--- config.mk ---
export PLATFORM = sky130hd
export DESIGN_NAME = prom_rd_ctrl
export DESIGN_NICKNAME = d
export VERILOG_FILES = /design/src/rtl/prom_rd_pkg.sv /design/src/rtl/prom_rd_bank_dec.sv /design/src/rtl/prom_rd_timer.sv /design/src/rtl/prom_rd_float_guard.sv /design/src/rtl/prom_rd_ctrl.sv
export SDC_FILE = /design/constraint.sdc
export NUM_CORES = 1
export LEC_CHECK = 0
export ABC_CLOCK_PERIOD_IN_PS = 6000
export BUFFER_PORTS_ARGS = -buffer_cell sky130_fd_sc_hd__buf_2
export CAP_MARGIN = 10
export CORE_ASPECT_RATIO = 0.9
export CORE_MARGIN = 1
export CORE_UTILIZATION = 30
export DETAILED_ROUTE_END_ITERATION = 7
export HOLD_SLACK_MARGIN = 0.12
export PLACE_DENSITY = 0.56
export SLEW_MARGIN = 20
export SYNTH_ARGS = -nofsm -noshare
export SYNTH_HDL_FRONTEND = slang
export SYNTH_SLANG_ARGS = --single-unit
--- constraint.sdc ---
create_clock -name clk -period 6 [get_ports clk]
set_clock_uncertainty 0.2 [all_clocks]
set_input_delay 1.8 -clock clk [delete_from_list [all_inputs] [get_ports clk]]
set_output_delay 1.8 -clock clk [all_outputs]
set_load 0.01 [all_outputs]
--- src/rtl/prom_rd_pkg.sv ---
`timescale 1ns/1ps
package prom_rd_pkg;

   typedef enum logic [1:0] {
      PH_IDLE   = 2'd0,
      PH_HOLD   = 2'd1,
      PH_ACCESS = 2'd2
   } rd_phase_e;

   // Round a time up to whole clock cycles.
   function automatic int cyc_ceil(input int t_ps, input int clk_ps);
      return (t_ps + clk_ps - 1) / clk_ps;
   endfunction

   function automatic int max2(input int a, input int b);
      return (a > b) ? a : b;
   endfunction

endpackage

--- src/rtl/prom_rd_bank_dec.sv ---
`timescale 1ns/1ps
// Decodes a device number into active-low per-device select lines.
module prom_rd_bank_dec #(
   parameter int NUM_DEV = 4,
   parameter int BANK_W  = 2
) (
   input  logic [BANK_W-1:0]  bank,
   output logic [NUM_DEV-1:0] sel_n
);
   for (genvar i = 0; i < NUM_DEV; i++) begin : g_dev
      assign sel_n[i] = (bank != BANK_W'(i));
   end
endmodule

--- src/rtl/prom_rd_timer.sv ---
`timescale 1ns/1ps
// Counts cycles of one access and places the shared output-enable strobe.
module prom_rd_timer #(
   parameter int ACC_CYC = 6,
   parameter int OE_DLY  = 2,
   parameter int CNT_W   = 4
) (
   input  logic clk,
   input  logic rst_n,
   input  logic start,
   input  logic run,
   output logic oe_n,
   output logic done
);
   logic [CNT_W-1:0] cnt_q;
   logic             oe_q;

   assign done = run && (cnt_q == CNT_W'(ACC_CYC));
   assign oe_n = oe_q;

   always_ff @(posedge clk) begin
      if (!rst_n)              cnt_q <= '0;
      else if (start)          cnt_q <= '0;
      else if (run && !done)   cnt_q <= cnt_q + 1'b1;
   end

   if (OE_DLY == 0) begin : g_oe_with_ce
      always_ff @(posedge clk) begin
         if (!rst_n)      oe_q <= 1'b1;
         else if (start)  oe_q <= 1'b0;
         else if (done)   oe_q <= 1'b1;
      end
   end else begin : g_oe_delayed
      always_ff @(posedge clk) begin
         if (!rst_n)      oe_q <= 1'b1;
         else if (start)  oe_q <= 1'b1;
         else if (done)   oe_q <= 1'b1;
         else if (run && cnt_q == CNT_W'(OE_DLY - 1)) oe_q <= 1'b0;
      end
   end
endmodule

--- src/rtl/prom_rd_float_guard.sv ---
`timescale 1ns/1ps
// Tracks the bus float time after an access and grants the next start.
module prom_rd_float_guard #(
   parameter int BANK_W  = 2,
   parameter int FLT_CYC = 4,
   parameter int FLT_W   = 4
) (
   input  logic              clk,
   input  logic              rst_n,
   input  logic              finish,
   input  logic [BANK_W-1:0] fin_bank,
   input  logic [BANK_W-1:0] query_bank,
   output logic              go
);
   logic [FLT_W-1:0]  flt_q;
   logic [BANK_W-1:0] last_q;

   always_ff @(posedge clk) begin
      if (!rst_n) begin
         flt_q  <= '0;
         last_q <= '0;
      end else if (finish) begin
         flt_q  <= FLT_W'(FLT_CYC);
         last_q <= fin_bank;
      end else if (flt_q != '0) begin
         flt_q  <= flt_q - 1'b1;
      end
   end

   // A value of 1 or less means the gap ends at this edge.
   assign go = (flt_q <= FLT_W'(1)) || (query_bank == last_q);
endmodule

--- src/rtl/prom_rd_ctrl.sv ---
`timescale 1ns/1ps
module prom_rd_ctrl import prom_rd_pkg::*; #(
   parameter int ADDR_W     = 16,
   parameter int DATA_W     = 8,
   parameter int NUM_DEV    = 4,
   parameter int CLK_PS     = 8000,
   parameter int T_ADDR_PS  = 45000,
   parameter int T_CE_PS    = 45000,
   parameter int T_OE_PS    = 25000,
   parameter int T_FLOAT_PS = 25000,
   localparam int BANK_W    = (NUM_DEV > 1) ? $clog2(NUM_DEV) : 1
) (
   input  logic               clk,
   input  logic               rst_n,
   input  logic               req_valid,
   output logic               req_ready,
   input  logic [ADDR_W-1:0]  req_addr,
   input  logic [BANK_W-1:0]  req_bank,
   output logic               rsp_valid,
   output logic [DATA_W-1:0]  rsp_data,
   output logic [ADDR_W-1:0]  rom_addr,
   output logic [NUM_DEV-1:0] rom_ce_n,
   output logic               rom_oe_n,
   input  logic [DATA_W-1:0]  rom_data
);
   localparam int ACC_CYC = max2(cyc_ceil(T_ADDR_PS, CLK_PS), cyc_ceil(T_CE_PS, CLK_PS));
   localparam int OE_CYC  = cyc_ceil(T_OE_PS, CLK_PS);
   localparam int FLT_CYC = cyc_ceil(T_FLOAT_PS, CLK_PS);
   localparam int OE_DLY  = (ACC_CYC > OE_CYC) ? ACC_CYC - OE_CYC : 0;
   localparam int CNT_W   = $clog2(ACC_CYC + 1) + 1;
   localparam int FLT_W   = $clog2(FLT_CYC + 1) + 1;

   if (ADDR_W < 1 || DATA_W < 1) begin : g_bad_width
      $error("prom_rd_ctrl: bus widths must be positive");
   end
   if (NUM_DEV < 2) begin : g_bad_devs
      $error("prom_rd_ctrl: at least two devices are required");
   end
   if (CLK_PS <= 0 || T_ADDR_PS <= 0 || T_CE_PS <= 0 || T_OE_PS <= 0 || T_FLOAT_PS < 0) begin : g_bad_time
      $error("prom_rd_ctrl: timing parameters out of range");
   end

   rd_phase_e          phase_q;
   logic [ADDR_W-1:0]  addr_q;
   logic [BANK_W-1:0]  bank_q;
   logic [BANK_W-1:0]  query_bank;
   logic [NUM_DEV-1:0] sel_n;
   logic [NUM_DEV-1:0] ce_n_q;
   logic [DATA_W-1:0]  data_q;
   logic               valid_q;
   logic               accept, go, start, finish, done;

   assign req_ready  = (phase_q == PH_IDLE);
   assign accept     = req_valid && req_ready;
   assign query_bank = (phase_q == PH_IDLE) ? req_bank : bank_q;
   assign start      = ((phase_q == PH_IDLE) && accept && go) ||
                       ((phase_q == PH_HOLD) && go);
   assign finish     = (phase_q == PH_ACCESS) && done;

   prom_rd_bank_dec #(.NUM_DEV(NUM_DEV), .BANK_W(BANK_W)) u_dec (
      .bank  (query_bank),
      .sel_n (sel_n)
   );

   prom_rd_timer #(.ACC_CYC(ACC_CYC), .OE_DLY(OE_DLY), .CNT_W(CNT_W)) u_tmr (
      .clk   (clk),
      .rst_n (rst_n),
      .start (start),
      .run   (phase_q == PH_ACCESS),
      .oe_n  (rom_oe_n),
      .done  (done)
   );

   prom_rd_float_guard #(.BANK_W(BANK_W), .FLT_CYC(FLT_CYC), .FLT_W(FLT_W)) u_flt (
      .clk        (clk),
      .rst_n      (rst_n),
      .finish     (finish),
      .fin_bank   (bank_q),
      .query_bank (query_bank),
      .go         (go)
   );

   always_ff @(posedge clk) begin
      if (!rst_n) begin
         phase_q <= PH_IDLE;
         addr_q  <= '0;
         bank_q  <= '0;
      end else begin
         case (phase_q)
            PH_IDLE: if (accept) begin
               addr_q  <= req_addr;
               bank_q  <= req_bank;
               phase_q <= go ? PH_ACCESS : PH_HOLD;
            end
            PH_HOLD:   if (go)   phase_q <= PH_ACCESS;
            PH_ACCESS: if (done) phase_q <= PH_IDLE;
            default:             phase_q <= PH_IDLE;
         endcase
      end
   end

   always_ff @(posedge clk) begin
      if (!rst_n)       ce_n_q <= '1;
      else if (start)   ce_n_q <= sel_n;
      else if (finish)  ce_n_q <= '1;
   end

   always_ff @(posedge clk) begin
      if (!rst_n) begin
         valid_q <= 1'b0;
         data_q  <= '0;
      end else begin
         valid_q <= finish;
         if (finish) data_q <= rom_data;
      end
   end

   assign rom_addr  = addr_q;
   assign rom_ce_n  = ce_n_q;
   assign rsp_valid = valid_q;
   assign rsp_data  = data_q;
endmodule

Word-level counts from Yosys, hierarchy flattened
Cells that the tools add are included.
- register bits after elaboration: 44
- output and inout bits: 31
- add/subtract/negate cells: 2
- $lt $le $gt $ge: 1
- equal/unequal tests: 11
- muxes and demuxes: 10
- bitwise logic cells: 1
- reductions and logical operators: 21
- operator list (operator ; number):
    $mux W2 ; 5
    $logic_and A1 B1 Y1 ; 8
    $mux W4 ; 2
    $ne A2 B2 Y1 const B ; 4
    $mux W3 ; 2
    $pmux W2 S3 ; 1
    $reduce_bool A2 Y1 ; 3
    $add A4 B1 Y4 const B ; 1
    $eq A4 B1 Y1 const B ; 1
    $eq A4 B3 Y1 const B ; 1
    $le A4 B1 Y1 const B ; 1
    $ne A2 B1 Y1 const B ; 2
    $reduce_bool A4 Y1 ; 1
    $reduce_or A2 Y1 ; 2
    $sub A4 B1 Y4 const B ; 1
    $reduce_and A3 Y1 ; 1
    $reduce_or A3 Y1 ; 1
    $eq A2 B1 Y1 const B ; 1
    $eq A2 B2 Y1 ; 1
    $eq A2 B2 Y1 const B ; 1
    $logic_not A2 Y1 ; 1
    $logic_or A1 B1 Y1 ; 2
    $reduce_and A2 Y1 ; 1
    $logic_not A1 Y1 ; 1
    $not A1 Y1 ; 1

Longest topological paths before layout
- depth after elaboration: 7
- gate-level depth with buffers: 8
- depth with buffers taken out: 6

Modules after synthesis
A second synthesis with hierarchy kept.
- cells, all modules: 216
- area, all modules: 1885.6 um2
- by module, submodules not included (module ; times used ; cells each ; area an instance (um2) ; seq. area each (um2)):
    prom_rd_ctrl ; 1 ; 148 ; 1263.7 ; 660.6
    prom_rd_float_guard ; 1 ; 34 ; 326.6 ; 120.1
    prom_rd_timer ; 1 ; 30 ; 272.8 ; 100.1
    prom_rd_bank_dec ; 1 ; 4 ; 22.5 ; 0.0

Worst setup path after synthesis
No wires, ideal clock.
- kind: in2reg
- start: input port req_bank[1]
- end: register phase_q[1]
- library setup time: 0.086 ns
- data arrival time: 2.795 ns
- setup slack: 2.918 ns
- stages on the path: 4
- cell sequence: nor3b_1 -> or3_1 -> a22o_4 -> a221oi_2
- longest elaborated chain between the ends: 6
- ends and longest elaborated chain (item ; line ; text):
    start: declaration ; prom_rd_ctrl.sv:18 ; input logic [BANK_W-1:0] req_bank,
    $mux W2 * ; prom_rd_ctrl.sv:55 ; assign query_bank = (phase_q == PH_IDLE) ? req_bank : bank_q;
    $eq A2 B2 Y1 * ; prom_rd_float_guard.sv:31 ; assign go = (flt_q <= FLT_W'(1)) || (query_bank == last_q);
    $logic_or A1 B1 Y1 * ; prom_rd_float_guard.sv:31 ;
    $mux W2 ; prom_rd_ctrl.sv:93 ; phase_q <= go ? PH_ACCESS : PH_HOLD;
    $mux W2 ; prom_rd_ctrl.sv:90 ; PH_IDLE: if (accept) begin
    $pmux W2 S3 ; prom_rd_ctrl.sv:89 ; case (phase_q)
    end signal: assignment ; prom_rd_ctrl.sv:93 ;
    end: declaration ; prom_rd_ctrl.sv:43 ; rd_phase_e phase_q;
Every way passes the cells marked *; elsewhere a longest branch is shown, timed or not. The select of a mux whose other input is x is not followed.
A chain may end at the register's enable or synchronous reset.

Worst setup path in the final report
- start: register phase_q[0]
- end: output port req_ready
- longest elaborated chain between the ends: 1
- ends and longest elaborated chain (item ; line ; text):
    $logic_not A2 Y1 ; prom_rd_ctrl.sv:53 ; assign req_ready = (phase_q == PH_IDLE);
    end: declaration ; prom_rd_ctrl.sv:16 ; output logic req_ready,
No other way between the ends.

==> impl_metrics.ini <==
[run_status]
status = finished, final reports clean

[worst_setup_path]
timing.rr.start = u_tmr.cnt_q[0]
critical_path_class = reg2out
critical_path.cell_chain = nor2_1 > buf_2
cp.arrival_ns = 1.14
cp.required_ns = 4.00
slowest_stage = dfxtp_1
endpoint_kind = primary output
cp_max_fo = 13
startpoint = phase_q[0]
max_stage_delay_ns = 0.57
worstSetupStartpointType = register

[timing]
maxSlewHeadroom = 0.413
fin_tns_setup_ns = 0
period_needed_ns = 3.14
fin_crit_sh = 0.524
hold_viol_final = 0
max_clock_freq_mhz = 318
holdWs_ns = 0.255
slew_viol_final = 0
setup_viol = 0
tightestPinTransition_ns = 0.874
rsz0062_at_grt = false

[synthesis]
syn-instance-count = 247
synthFlopType = dfxtp_1
yosysWarnings = 0
synth_xor_area_frac = 0.00880
synth_edf_count = 0
ys_seq_area_frac = 0.442
yosys.area_share.simple = 0.255
muxShareOfSynthArea = 0.0107
syn_area_um2 = 1990
synth-seq-cells = 44
synth_compound_area_frac = 0.207
synthAdderAreaFrac = 0.0314
async_reset_ff_frac = 0
synth.distinct_cells = 44
synth_top_family_by_area = simple AND/OR/NAND/NOR gates
postSynthAreaPerCell_um2 = 8.06
synth_nets = 281

[clocking]
ctsHoldBuffers = 0
cts_sinks = 44
clock-root-buffer = clkbuf_8
post_cts_buffers = 0
clockBufferDepth = 2
h-tree-depth = 2
cts_buffers = 5
clk_latency_ns = 0.29
cts_tree = built
cts_resized = 0
path_clk_slew_ns = 0.08

[global_routing]
grt_pass1_wl_mm = 7.65
first_global_vias = 1666
gr-total-overflow = 0
grt.total_usage = 0.140
grt_max_degree = 37
antenna_found_initial = 0

[floorplanning]
std_cell_rows = 27
core_area_um2 = 6250
die_x_um = 87.9
ios = 60
start_util = 0.319
die_h_um = 79.3
die_area_um2 = 6970

[power_and_ir_drop]
netSwitchingPower_w = 0.000354
p_int_w = 0.000600
peakVddDrop_uv = 124
power_density_nw_per_um2 = 392
p_clk_frac = 0.233
p_leak_nw = 1.00
seqPwrFrac = 0.403
p_comb_frac = 0.364
swShare = 0.371

[cells_and_area]
area_growth_syn_to_layout_pct = 22.4
nFillCells = 663
num_antenna_cells = 0
drive_gt1_frac = 0.243
nNetsFinal = 334

[detailed_routing]
drt_iter0_drc = 98
viasPerCell = 4.76
first_pass_iters = 4
totalWireLength_mm = 4.68
dr_total_vias = 1845
wl_per_cell_um = 12.1
ant_nets = 0
drc = 0

[job]
maxCapViolations = 0

[placement]
place_hpwl_mm = 3.33
place.gp.congestion = 0.733
place.port_buffers = 59

[worst_hold_path]
hold_class = reg2reg
min_from = rom_addr[14]
[routing by layer]
metal / global-route usage / part of all wire / wire, um / vias up
met5: 0 / 0 / 0 / -
li1: - / - / - / 953
met4: 0.0295 / 0.0062 / 29 / 0
met1: 0.181 / 0.48 / 2270 / 849
met2: 0.228 / 0.46 / 2170 / 39
met3: 0.0426 / 0.046 / 214 / 4
[cell usage in the layout (no fill, tap or decap), types with 4 or more instances in the layout]
master     n
nor2_1    13
clkbuf_8   5
o32ai_1    4
ha_1       5
dfxtp_1   44
o21ai_1    4
nand4_1    5
inv_1      5
a21oi_1   38
nand2b_1   5
buf_2     59
nor3_1     5
nand2_1   62
[power groups by stage]
stage / Clock, W / Sequential [W] / Combinational, W
finish: 0.000222 / 0.000385 / 0.000347
global route: 0.000247 / 0.000393 / 0.000388
CTS: 0.000229 / 0.000386 / 0.000349
detailed placement: 0 / 0.000393 / 0.000347
global placement: 0 / 0.000392 / 0.000345
floorplan: 0 / 0.000387 / 0.000269
[worst paths after layout]
path | endpoint | slack (ns) | cells past startpoint
worst max-delay path | req_ready | 2.86 | 2
worst min register to register | rom_addr[14] | 0.26 | 2
worst min-delay path | rom_addr[14] | 0.26 | 2
worst max register to register | rom_ce_n[3] | 3.73 | 6
[cells by family (layout without fill, tap and decap cells)]
group                      count (synthesis)  count (layout)
DFF                                       44              44
adders and majority gates                  5               5
xor gates and xnor gates                   2               2
and+or+nand+nor                          110             110
buffers and inverters                     19              73
AOI/OAI and AO/OA                         65              65
muxes                                      2               2
[cell usage after synthesis, types with 4 or more instances]
cell       n  area, um2
o21ai_1    4       20.0
dfxtp_1   44        881
inv_1      5       18.8
clkbuf_1   9       33.8
nor3_1     5       25.0
nand2_1   62        233
a21oi_1   38        190
nor2_1    13       48.8
ha_1       5       62.6
nand4_1    5       31.3
nand2b_1   5       31.3
o32ai_1    4       35.0
[sequential cells by signal, indices dropped and copies added, names as in the netlist]
name,cells
u_tmr.oe_n,1
bank_q,2
rom_addr,16
u_flt.flt_q,4
u_tmr.cnt_q,4
rsp_data,8
rom_ce_n,4
phase_q,2
rsp_valid,1
u_flt.last_q,2
[cell type report]
cell class | count | area (um2) | area share
Inverter | 6 | 22.5 | 0.00924
Timing Repair Buffer | 59 | 295 | 0.121
Clock inverter | 2 | 35.0 | 0.0144
Clock buffer | 6 | 72.6 | 0.0298
Sequential cell | 44 | 881 | 0.362
Multi-Input combinational cell | 184 | 1020 | 0.419
Tap cell | 87 | 109 | 0.0447
[stage by stage]
step	total power [W]	instances	util	instance area, um2	setup WS [ns]
2_1_floorplan	0.000656	247	-	1990	2.92
3_3_place_gp	0.000738	380	0.373	2330	2.72
3_5_place_dp	0.000740	380	0.373	2330	2.69
4_1_cts	0.000964	388	0.390	2440	2.85
5_1_grt	0.00103	388	0.390	2440	2.79
6_report	0.000954	388	0.390	2440	2.86
[critical path: cells and delay by family, from the launching register on]
kind | cells | cell delay (ns)
AND/OR/NAND/NOR | 1 | 0.12
buffers and inverters | 1 | 0.16
flip-flops | 1 | 0.57
No activity file was read; power rests on OpenSTA's default activity.
